$ cat src/rtl/cpw_pkg.sv
package cpw_pkg;

  localparam int PAGE_FIELD_BIT = 7;
  localparam int PAGE_BANK_BIT  = 8;
  localparam int PAGE_INST_LSB  = 9;
  localparam int PAGE_INST_W    = 3;
  localparam int PAGE_LOW_W     = 7;
  localparam int PAGE_TOP_LSB   = PAGE_INST_LSB + PAGE_INST_W;
  localparam int PAGE_RESET_VAL = 'h007F;

  typedef struct packed {
    logic                   valid;
    logic [PAGE_INST_W-1:0] inst;
    logic                   bank;
    logic                   lsb;
  } page_sel_t;

endpackage

$ cat src/rtl/cpw_rst_sync.sv
module cpw_rst_sync (
  input  logic clk,
  input  logic rst_n,
  output logic rst_sync_n
);

  logic [1:0] sync_q;
  logic [1:0] sync_d;

  always_comb begin
    sync_d = {sync_q[0], 1'b1};
  end

  always_ff @(posedge clk or negedge rst_n) begin
    if (!rst_n) begin
      sync_q <= 2'b00;
    end else begin
      sync_q <= sync_d;
    end
  end

  assign rst_sync_n = sync_q[1];

endmodule

$ cat src/rtl/cpw_page_reg.sv
module cpw_page_reg #(
  parameter int DATA_W = 16
) (
  input  logic              clk,
  input  logic              rst_n,
  input  logic              page_stb,
  input  logic [DATA_W-1:0] page_data,
  output logic [DATA_W-1:0] page_q
);
  import cpw_pkg::*;

  localparam logic [DATA_W-1:0] RESET_PAGE = DATA_W'(PAGE_RESET_VAL);

  logic [DATA_W-1:0] page_d;
  logic              page_en;

  assign page_en = page_stb;

  always_comb begin
    page_d = page_q;
    if (page_en) begin
      page_d = page_data;
    end
  end

  always_ff @(posedge clk or negedge rst_n) begin
    if (!rst_n) begin
      page_q <= RESET_PAGE;
    end else begin
      page_q <= page_d;
    end
  end

  // page only changes on its own strobe, and then to the bus data
  a_r7_page_hold: assert property (@(posedge clk) disable iff (!rst_n)
    !page_stb |=> $stable(page_q));
  a_r1_page_load: assert property (@(posedge clk) disable iff (!rst_n)
    page_stb |=> page_q == $past(page_data));

endmodule

$ cat src/rtl/cpw_page_decode.sv
module cpw_page_decode #(
  parameter int DATA_W   = 16,
  parameter int NUM_INST = 8
) (
  input  logic [DATA_W-1:0]    page_q,
  output cpw_pkg::page_sel_t   sel
);
  import cpw_pkg::*;

  logic low_clear;
  logic top_clear;
  logic inst_ok;

  always_comb begin
    low_clear = (page_q[PAGE_LOW_W-1:0] == '0);
    top_clear = (page_q[DATA_W-1:PAGE_TOP_LSB] == '0);
    sel.inst  = page_q[PAGE_INST_LSB +: PAGE_INST_W];
    sel.bank  = page_q[PAGE_BANK_BIT];
    sel.lsb   = page_q[PAGE_FIELD_BIT];
    inst_ok   = (int'(sel.inst) < NUM_INST);
    sel.valid = low_clear && top_clear && inst_ok;
  end

endmodule

$ cat src/rtl/cpw_write_fmt.sv
module cpw_write_fmt #(
  parameter int NUM_INST = 8,
  parameter int WORD_AW  = 5,
  parameter int DATA_W   = 16,
  parameter int COEF_W   = 18,
  parameter int LSB_W    = 2
) (
  input  logic                  clk,
  input  logic                  rst_n,
  input  logic                  word_stb,
  input  logic [WORD_AW-1:0]    word_addr,
  input  logic [DATA_W-1:0]     word_data,
  input  cpw_pkg::page_sel_t    sel,
  output logic [NUM_INST*2-1:0] coef_we,
  output logic [WORD_AW-1:0]    coef_addr,
  output logic [COEF_W-1:0]     coef_wdata,
  output logic [COEF_W-1:0]     coef_wmask
);

  localparam int NUM_WE = NUM_INST * 2;
  localparam int HI_W   = COEF_W - LSB_W;
  localparam logic [COEF_W-1:0] LO_MASK = COEF_W'((1 << LSB_W) - 1);
  localparam logic [COEF_W-1:0] HI_MASK = ~LO_MASK;

  logic              load_en;
  logic [NUM_WE-1:0] we_d;
  logic [WORD_AW-1:0] addr_d;
  logic [COEF_W-1:0] wdata_d;
  logic [COEF_W-1:0] wmask_d;
  logic [COEF_W-1:0] field_data;
  logic [COEF_W-1:0] field_mask;

  assign load_en = word_stb && sel.valid;

  for (genvar g = 0; g < NUM_WE; g++) begin : g_we
    assign we_d[g] = load_en && ((int'(sel.inst) * 2 + int'(sel.bank)) == g);
  end

  always_comb begin
    if (sel.lsb) begin
      field_data = {{HI_W{1'b0}}, word_data[LSB_W-1:0]};
      field_mask = LO_MASK;
    end else begin
      field_data = {word_data[HI_W-1:0], {LSB_W{1'b0}}};
      field_mask = HI_MASK;
    end
  end

  always_comb begin
    addr_d  = coef_addr;
    wdata_d = coef_wdata;
    wmask_d = coef_wmask;
    if (load_en) begin
      addr_d  = word_addr;
      wdata_d = field_data;
      wmask_d = field_mask;
    end
  end

  always_ff @(posedge clk or negedge rst_n) begin
    if (!rst_n) begin
      coef_we    <= '0;
      coef_addr  <= '0;
      coef_wdata <= '0;
      coef_wmask <= '0;
    end else begin
      coef_we    <= we_d;
      coef_addr  <= addr_d;
      coef_wdata <= wdata_d;
      coef_wmask <= wmask_d;
    end
  end

  // one enable, address follows the bus
  a_r4_single_enable: assert property (@(posedge clk) disable iff (!rst_n)
    load_en |=> ($onehot(coef_we) && coef_addr == $past(word_addr)));
  a_r4_never_multi: assert property (@(posedge clk) disable iff (!rst_n)
    $onehot0(coef_we));
  // no strobe, no enable
  a_r8_idle: assert property (@(posedge clk) disable iff (!rst_n)
    !word_stb |=> coef_we == '0);
  // upper field placement
  a_r5_upper: assert property (@(posedge clk) disable iff (!rst_n)
    (load_en && !sel.lsb) |=> (coef_wmask == HI_MASK &&
      coef_wdata == {$past(word_data[HI_W-1:0]), {LSB_W{1'b0}}}));
  // lower field placement
  a_r6_lower: assert property (@(posedge clk) disable iff (!rst_n)
    (load_en && sel.lsb) |=> (coef_wmask == LO_MASK &&
      coef_wdata == {{HI_W{1'b0}}, $past(word_data[LSB_W-1:0])}));

endmodule

$ cat src/rtl/cpw_coef_loader.sv
module cpw_coef_loader #(
  parameter int ADDR_W     = 6,
  parameter int DATA_W     = 16,
  parameter int COEF_W     = 18,
  parameter int LSB_W      = 2,
  parameter int BANK_DEPTH = 32,
  parameter int NUM_INST   = 8,
  parameter int PAGE_ADDR  = 'h21
) (
  input  logic                  clk,
  input  logic                  rst_n,
  input  logic                  bus_we,
  input  logic [ADDR_W-1:0]     bus_addr,
  input  logic [DATA_W-1:0]     bus_wdata,
  output logic [NUM_INST*2-1:0] coef_we,
  output logic [$clog2(BANK_DEPTH)-1:0] coef_addr,
  output logic [COEF_W-1:0]     coef_wdata,
  output logic [COEF_W-1:0]     coef_wmask
);

  localparam int WORD_AW = $clog2(BANK_DEPTH);
  localparam logic [ADDR_W-1:0] LAST_WORD = ADDR_W'(BANK_DEPTH - 1);
  localparam logic [ADDR_W-1:0] PAGE_A    = ADDR_W'(PAGE_ADDR);

  logic               rst_sync_n;
  logic               page_stb;
  logic               word_stb;
  logic [DATA_W-1:0]  page_q;
  cpw_pkg::page_sel_t sel;

  cpw_rst_sync u_rst_sync (
    .clk        (clk),
    .rst_n      (rst_n),
    .rst_sync_n (rst_sync_n)
  );

  assign page_stb = bus_we && (bus_addr == PAGE_A);
  assign word_stb = bus_we && (bus_addr <= LAST_WORD);

  cpw_page_reg #(.DATA_W(DATA_W)) u_page_reg (
    .clk       (clk),
    .rst_n     (rst_sync_n),
    .page_stb  (page_stb),
    .page_data (bus_wdata),
    .page_q    (page_q)
  );

  cpw_page_decode #(.DATA_W(DATA_W), .NUM_INST(NUM_INST)) u_decode (
    .page_q (page_q),
    .sel    (sel)
  );

  cpw_write_fmt #(
    .NUM_INST (NUM_INST),
    .WORD_AW  (WORD_AW),
    .DATA_W   (DATA_W),
    .COEF_W   (COEF_W),
    .LSB_W    (LSB_W)
  ) u_fmt (
    .clk        (clk),
    .rst_n      (rst_sync_n),
    .word_stb   (word_stb),
    .word_addr  (bus_addr[WORD_AW-1:0]),
    .word_data  (bus_wdata),
    .sel        (sel),
    .coef_we    (coef_we),
    .coef_addr  (coef_addr),
    .coef_wdata (coef_wdata),
    .coef_wmask (coef_wmask)
  );

  // addresses outside the word window give no enable
  a_r7_unmapped: assert property (@(posedge clk) disable iff (!rst_sync_n)
    (bus_we && bus_addr > LAST_WORD) |=> coef_we == '0);

endmodule

$ cat config.mk
export PLATFORM = sky130hd
export DESIGN_NAME = cpw_coef_loader
export DESIGN_NICKNAME = d
export VERILOG_FILES = /design/src/rtl/cpw_pkg.sv /design/src/rtl/cpw_rst_sync.sv /design/src/rtl/cpw_page_reg.sv /design/src/rtl/cpw_page_decode.sv /design/src/rtl/cpw_write_fmt.sv /design/src/rtl/cpw_coef_loader.sv
export SDC_FILE = /design/constraint.sdc
export NUM_CORES = 1
export LEC_CHECK = 0
export ABC_AREA = 1
export BUFFER_PORTS_ARGS = -buffer_cell sky130_fd_sc_hd__buf_2
export CORE_ASPECT_RATIO = 0.75
export CORE_UTILIZATION = 45
export CTS_CLUSTER_SIZE = 16
export DETAILED_ROUTE_END_ITERATION = 8
export PLACE_DENSITY_LB_ADDON = 0.12
export SYNTH_ARGS = -nofsm -noshare
export SYNTH_HDL_FRONTEND = slang
export SYNTH_SLANG_ARGS = --single-unit
$ cat constraint.sdc
create_clock -name clk -period 4.55 [get_ports clk]
set_clock_uncertainty 0.2 [all_clocks]
set_input_delay 1.1375 -clock clk [delete_from_list [all_inputs] [get_ports clk]]
set_output_delay 1.1375 -clock clk [all_outputs]
set_load 0.005 [all_outputs]
==> impl_metrics.yaml, run 1 <==
job:
  maxCapViolations: 0
floorplanning:
  rows: 23
  dieWidth_microns: 90.6
  pin_count: 82
  initial_core_util_pct: 48.1
  core_area_sq_mm: 0.00550
  die_y_microns: 68.4
  die-area_sq_mm: 0.00619
power_and_ir_drop:
  power.leakage_nw: 1.72
  ir_drop_mv: 0.279
  cellPowerDensity_mw_per_mm2: 519
clock_network:
  clk_pin_slew_worst_paths_ns: 0.07
  cts_made_buffers: 9
  clockBufferDepth: 2
  clkSinkCount: 59
  ctsHoldBuffers: 0
  clock_latency_ns: 0.33
  cts_resized: 0
  post_cts_buffers: 0
  cts_max_level: 3
  cts_tree: "done"
  cts_root_buf: "clkbuf_8"
global_route:
  grt_use_total_pct: 17.6
  overflow: 0
  grt_pass1_vias: 1750
  antenna_found_initial: 0
  grt_start_max_net_pins: 36
  grt_pass1_wl_microns: 8180
cells_and_area:
  fin_cells: 417
  layout.nets: 362
  syn_to_final_growth_pct: 21.5
  multi_input_area_sq_um: 861
  drive_gt1_share_pct: 48.0
  fillCellCount: 500
  seqCellArea_sq_mm: 0.00149
  utilization_pct: 58.5
  antenna_cells: 0
timing:
  fin_crit_ns: 2.42
  setup_slack_ns: 2.13
  setup_tns_ns: 0
  setup_viol: 0
  hold_violations: 0
  slew_headroom_pct: 34.1
  period_share_pct: 53.1
  tightest_slew_ns: 0.986
  slew_violations: 0
  rsz0062_at_grt: "false"
  fmax_mhz: 414
worst_setup_path:
  rrSetupSlack_ns: 2.61
  crit_arrival_ns: 2.40
  reg2reg_depth: 6
  reg2reg_from: "u_page_reg.page_q[15]$_DFFE_PN0P_"
  crit_required_ns: 4.53
  worst_setup_path_start_kind: "input port"
  crit_type: "in2reg"
  r2r_end: "u_fmt.coef_addr[1]$_DFFE_PN0P_"
  end_kind: "register"
  critPathLaunch: "bus_addr[1]"
  cp_max_fo: 32
logic_synthesis:
  ys_types: 23
  ys_ff_latch: 59
  syn-cell-area_sq_mm: 0.00265
  ys_seq_area_share_pct: 56.1
  ys_warn_count: 0
  syn_nets: 295
  avgSynthCellArea_sq_um: 9.80
  synth_cells: 270
routing:
  vias: 1868
  first_pass_iters: 4
  drtIter0Drc: 91
  wire_per_inst_microns: 11.9
  wl_microns: 4970
  ant_nets: 0
  drc_errors: 0
  viasPerCell: 4.48
placed_design:
  place.gp.congestion: 0.726
  pre_cts_ws_ns: 1.79
  dp_cells: 401
  port_buffers: 81
  dp_hpwl_microns: 3370
outcome:
  outcome: "complete, no violations"
hold_path:
  hold_class: "reg2async"
-- placed cells by master (no fill, tap or decap), drive strengths merged --
master,n
buf,82
nand2,64
dfrtp,52
o21ai,33
nor2,30
inv,27
or2,17
clkbuf,12
dfstp,7
nand4,6
nand3,5
bufinv,3
nor3,2
clkinv,1
conb,1
-- how the worst max path moves through the flow --
| stage | to | slack [ns] | depth (start not counted) |
|---|---|---|---|
| 2_1_floorplan | coef_wmask[10] | 2.47 | 1 |
| 3_3_place_gp | u_page_reg.page_q[12]$_DFFE_PN0P_ | 1.82 | 7 |
| 3_5_place_dp | u_page_reg.page_q[12]$_DFFE_PN0P_ | 1.79 | 7 |
| 4_1_cts | coef_wmask[17] | 2.13 | 1 |
| 5_1_grt | u_page_reg.page_q[1]$_DFFE_PN1P_ | 1.93 | 6 |
| 6_report | u_page_reg.page_q[14]$_DFFE_PN0P_ | 2.13 | 7 |
-- metrics by stage --
step	hold slack [ns]	power [W]	instance area (sq um)
after floorplan	0.131	0.000980	2650
after global placement	0.0470	0.00107	2960
after detailed placement	0.0576	0.00108	2960
after CTS	0.0588	0.00169	3220
after global routing	0.0839	0.00177	3220
final	0.0356	0.00167	3220
-- synthesized netlist by cell type --
master	number	area share, %
buf_2	3	0.57
buf_4	16	4.5
buf_6	5	2.1
clkbuf_1	2	0.28
conb_1	1	0.14
dfrtp_1	52	49
dfstp_2	7	7.0
inv_1	25	3.5
inv_2	2	0.28
nand2_1	48	6.8
nand2_2	16	3.8
nand3_1	4	0.76
nand3_2	1	0.38
nand4_1	3	0.71
nand4_4	3	2.4
nor2_1	26	3.7
nor2_2	4	0.95
nor3_1	2	0.38
o21ai_0	1	0.19
o21ai_1	16	3.0
o21ai_2	16	5.3
or2_1	1	0.24
or2_2	16	3.8
-- routing by layer --
layer  vias to the layer above  share of wire, %  GRT usage [%]
li1                        953                 -              -
met3                         8               6.9           8.56
met5                         -                 0              0
met4                         0               1.3           4.84
met1                       846                49           23.3
met2                        61                43           25.9
-- worst max-delay path, stage by stage --
cell	delay, ns
buf_2	0.09
inv_1	0.05
nand2_1	0.04
nor3_1	0.15
nand2_1	0.60
nand2_1	0.23
o21ai_1	0.09
-- sequential cells by signal (all words and copies together), names as in the netlist --
signal	flops
u_fmt.coef_wdata	18
u_fmt.coef_we	16
u_page_reg.page_q	16
u_fmt.coef_addr	5
u_fmt.coef_wmask	2
u_rst_sync.sync_q	2
-- kinds of logic after synthesis --
| logic type | count (synthesis) | share of synthesized area, % |
|---|---|---|
| other | 1 | 0.142 |
| buffers and inverters | 53 | 11.3 |
| DFF | 59 | 56.1 |
| and+or+nand+nor | 124 | 23.9 |
| AOI/OAI and AO/OA | 33 | 8.51 |
-- area by class of cell --
cell class	instances	share of cell area, %
clock buffers	12	5.14
well taps	75	2.92
clock inverters	4	2.96
flip-flops and latches	59	46.2
repair buffers	82	12.8
multi-input cells	158	26.8
inverters	27	3.15
-- report_power, final --
group	total (W)	switching (W)	internal, W
Combinational	0.000355	0.000184	0.000170
Clock	0.000606	0.000198	0.000408
Sequential	0.000707	0.0000781	0.000629
Total	0.00167	0.000461	0.00121
Power figures use the tool's default switching activity.
==> run 2: changes to the inputs <==
==> constraint.sdc (replaced) <==
create_clock -name clk -period 2.2 [get_ports clk]
set_clock_uncertainty 0.2 [all_clocks]
set_input_delay 0.55 -clock clk [delete_from_list [all_inputs] [get_ports clk]]
set_output_delay 0.55 -clock clk [all_outputs]
set_load 0.005 [all_outputs]
==> run 2 against run 1 <==
Compared with the run above: critical path depth down 6; flip-flop and latch count unchanged; design area up 1.9%; non-clock buffer count grew 7; global-route usage is 0.87 points higher; sequential power grew 110%; combinational power up 120%; sequential share of layout area shrank 0.85 points.
==> impl_metrics.yaml, run 2 (synthesis results as in run 1) <==
cells_and_area:
  layout.nets: 369
  drive_gt1_share_pct: 48.7
  final_cell_mix: "buf_2 (81), dfrtp_1 (51), nand2_1 (48), nor2_1 (26), inv_1 (25)"
  antenna_cells: 0
  utilization_pct: 59.6
  top_regs: "u_fmt.coef_wdata (18), u_fmt.coef_we (16), u_page_reg.page_q (16)"
  largest-register: "u_fmt.coef_wdata"
  fin_cells: 424
  largest_register_ffs: 18
  fillCellCount: 500
  syn_to_final_growth_pct: 23.8
  final_common_cell: "buf_2"
power_and_ir_drop:
  p_switching_w: 0.000994
  power.leakage_nw: 1.75
  p_int_w: 0.00243
  combPwrFrac_pct: 22.5
  p_total_w: 0.00342
  cellPowerDensity_mw_per_mm2: 1040
  pwr-share-seq_pct: 42.7
  swShare_pct: 29.1
  ir_drop_mv: 0.435
  p_clk_share_pct: 34.8
floorplanning:
  core_area_sq_mm: 0.00550
  dieWidth_microns: 90.6
  rows: 23
  die_y_microns: 68.4
  pin_count: 82
  die-area_sq_mm: 0.00619
  initial_core_util_pct: 48.1
outcome:
  outcome: "complete, no violations"
placed_design:
  place.gp.congestion: 0.758
  dp_cells: 407
  dp_hpwl_microns: 3600
  port_buffers: 81
clock_network:
  cts_root_buf: "clkbuf_8"
  clkSinkCount: 59
  clk_pin_slew_worst_paths_ns: 0.07
  cts_max_level: 3
  cts_resized: 0
  clockBufferDepth: 2
  post_cts_buffers: 0
  ctsHoldBuffers: 1
  cts_made_buffers: 9
  clock_latency_ns: 0.33
  cts_tree: "done"
routing:
  drtIter0Drc: 78
  ant_nets: 0
  viasPerCell: 4.51
  drc_errors: 0
  wl_microns: 5150
  vias: 1913
  first_pass_iters: 4
  wire_per_inst_microns: 12.1
worst_setup_path:
  critical_path.top_delay_family: "flip-flops"
  crit_arrival_ns: 1.06
  cp_slowest_stage_delay_ns: 0.55
  end_kind: "primary output"
  cp_cell_sequence: "buf_2"
  cp_slowest_cell: "dfrtp_1"
  crit_type: "reg2out"
  worst_setup_path_start_kind: "register"
  cp_max_fo: 17
  worst-path-buf-inv: 1
  crit_required_ns: 1.45
timing:
  period_share_pct: 82.4
  tightest_slew_ns: 0.608
  setup_viol: 0
  fin_crit_ns: 1.81
  hold_violations: 0
  fmax_mhz: 551
  setup_tns_ns: 0
  slew_headroom_pct: 59.5
  rsz0062_at_grt: "false"
  slew_violations: 0
global_route:
  grt_pass1_vias: 1833
  grt_use_total_pct: 18.5
  grt_start_max_net_pins: 33
  antenna_found_initial: 0
  overflow: 0
  grt_pass1_wl_microns: 8680
job:
  maxCapViolations: 0
hold_path:
  hold_class: "reg2async"
-- run 2: cell count changes in the layout (fill, tap and decap cells not counted), sizes merged --
cell	change
clkinvlp	+1
clkbuf	-3
buf	+6
clkinv	+2
dlygate4sd3	+1
-- run 2: cell type report --
| class | count | area (sq um) | area share (%) |
|---|---|---|---|
| Clock inverter | 7 | 116 | 3.55 |
| Clock buffer | 9 | 124 | 3.78 |
| Inverter | 27 | 101 | 3.09 |
| Multi-Input combinational cell | 158 | 861 | 26.3 |
| Timing Repair Buffer | 89 | 493 | 15.0 |
| Sequential cell | 59 | 1490 | 45.4 |
| Tap cell | 75 | 93.8 | 2.86 |
-- run 2: stage by stage --
stage	hold slack (ns)	cell area (sq um)	setup slack, ns
floorplan	0.0544	2650	0.248
global placement	0.0135	3030	0.406
detailed placement	0.0166	3030	0.355
CTS	0.0212	3280	0.355
global route	0.0494	3280	0.255
finish	0.00215	3280	0.386
-- run 2: metal layers --
metal  wire (microns)  GRT usage [%]  up-vias
met5                0              0        -
met3              312           6.33        6
met1             2530           24.1      884
met2             2240           28.8       54
li1                 -              -      969
met4               56           7.26        0
-- run 2: path summary, 6_finish.rpt --
path	start	to	slack, ns	depth (start not counted)
hold / removal	u_rst_sync.sync_q[1]$_DFF_PN0_	u_page_reg.page_q[11]$_DFFE_PN0P_	0.002	0
setup / recovery	u_fmt.coef_wmask[16]$_DFFE_PN0P_	coef_wmask[3]	0.39	1
setup reg to reg	u_page_reg.page_q[12]$_DFFE_PN0P_	u_fmt.coef_we[9]$_DFF_PN0_	0.43	5
min in group clk	u_rst_sync.sync_q[0]$_DFF_PN0_	u_rst_sync.sync_q[1]$_DFF_PN0_	0.15	0
max in group asynchronous	u_rst_sync.sync_q[1]$_DFF_PN0_	u_fmt.coef_wdata[1]$_DFFE_PN0P_	1.21	1
hold reg to reg	u_rst_sync.sync_q[1]$_DFF_PN0_	u_page_reg.page_q[11]$_DFFE_PN0P_	0.002	0
-- run 2: power by group through the flow --
stage	registers (W)	clock network, W	logic [W]
2_1_floorplan	0.00149	0	0.000542
3_3_place_gp	0.00147	0	0.000764
5_1_grt	0.00149	0.00127	0.000873
4_1_cts	0.00147	0.00122	0.000785
6_report	0.00146	0.00119	0.000769
3_5_place_dp	0.00148	0	0.000779
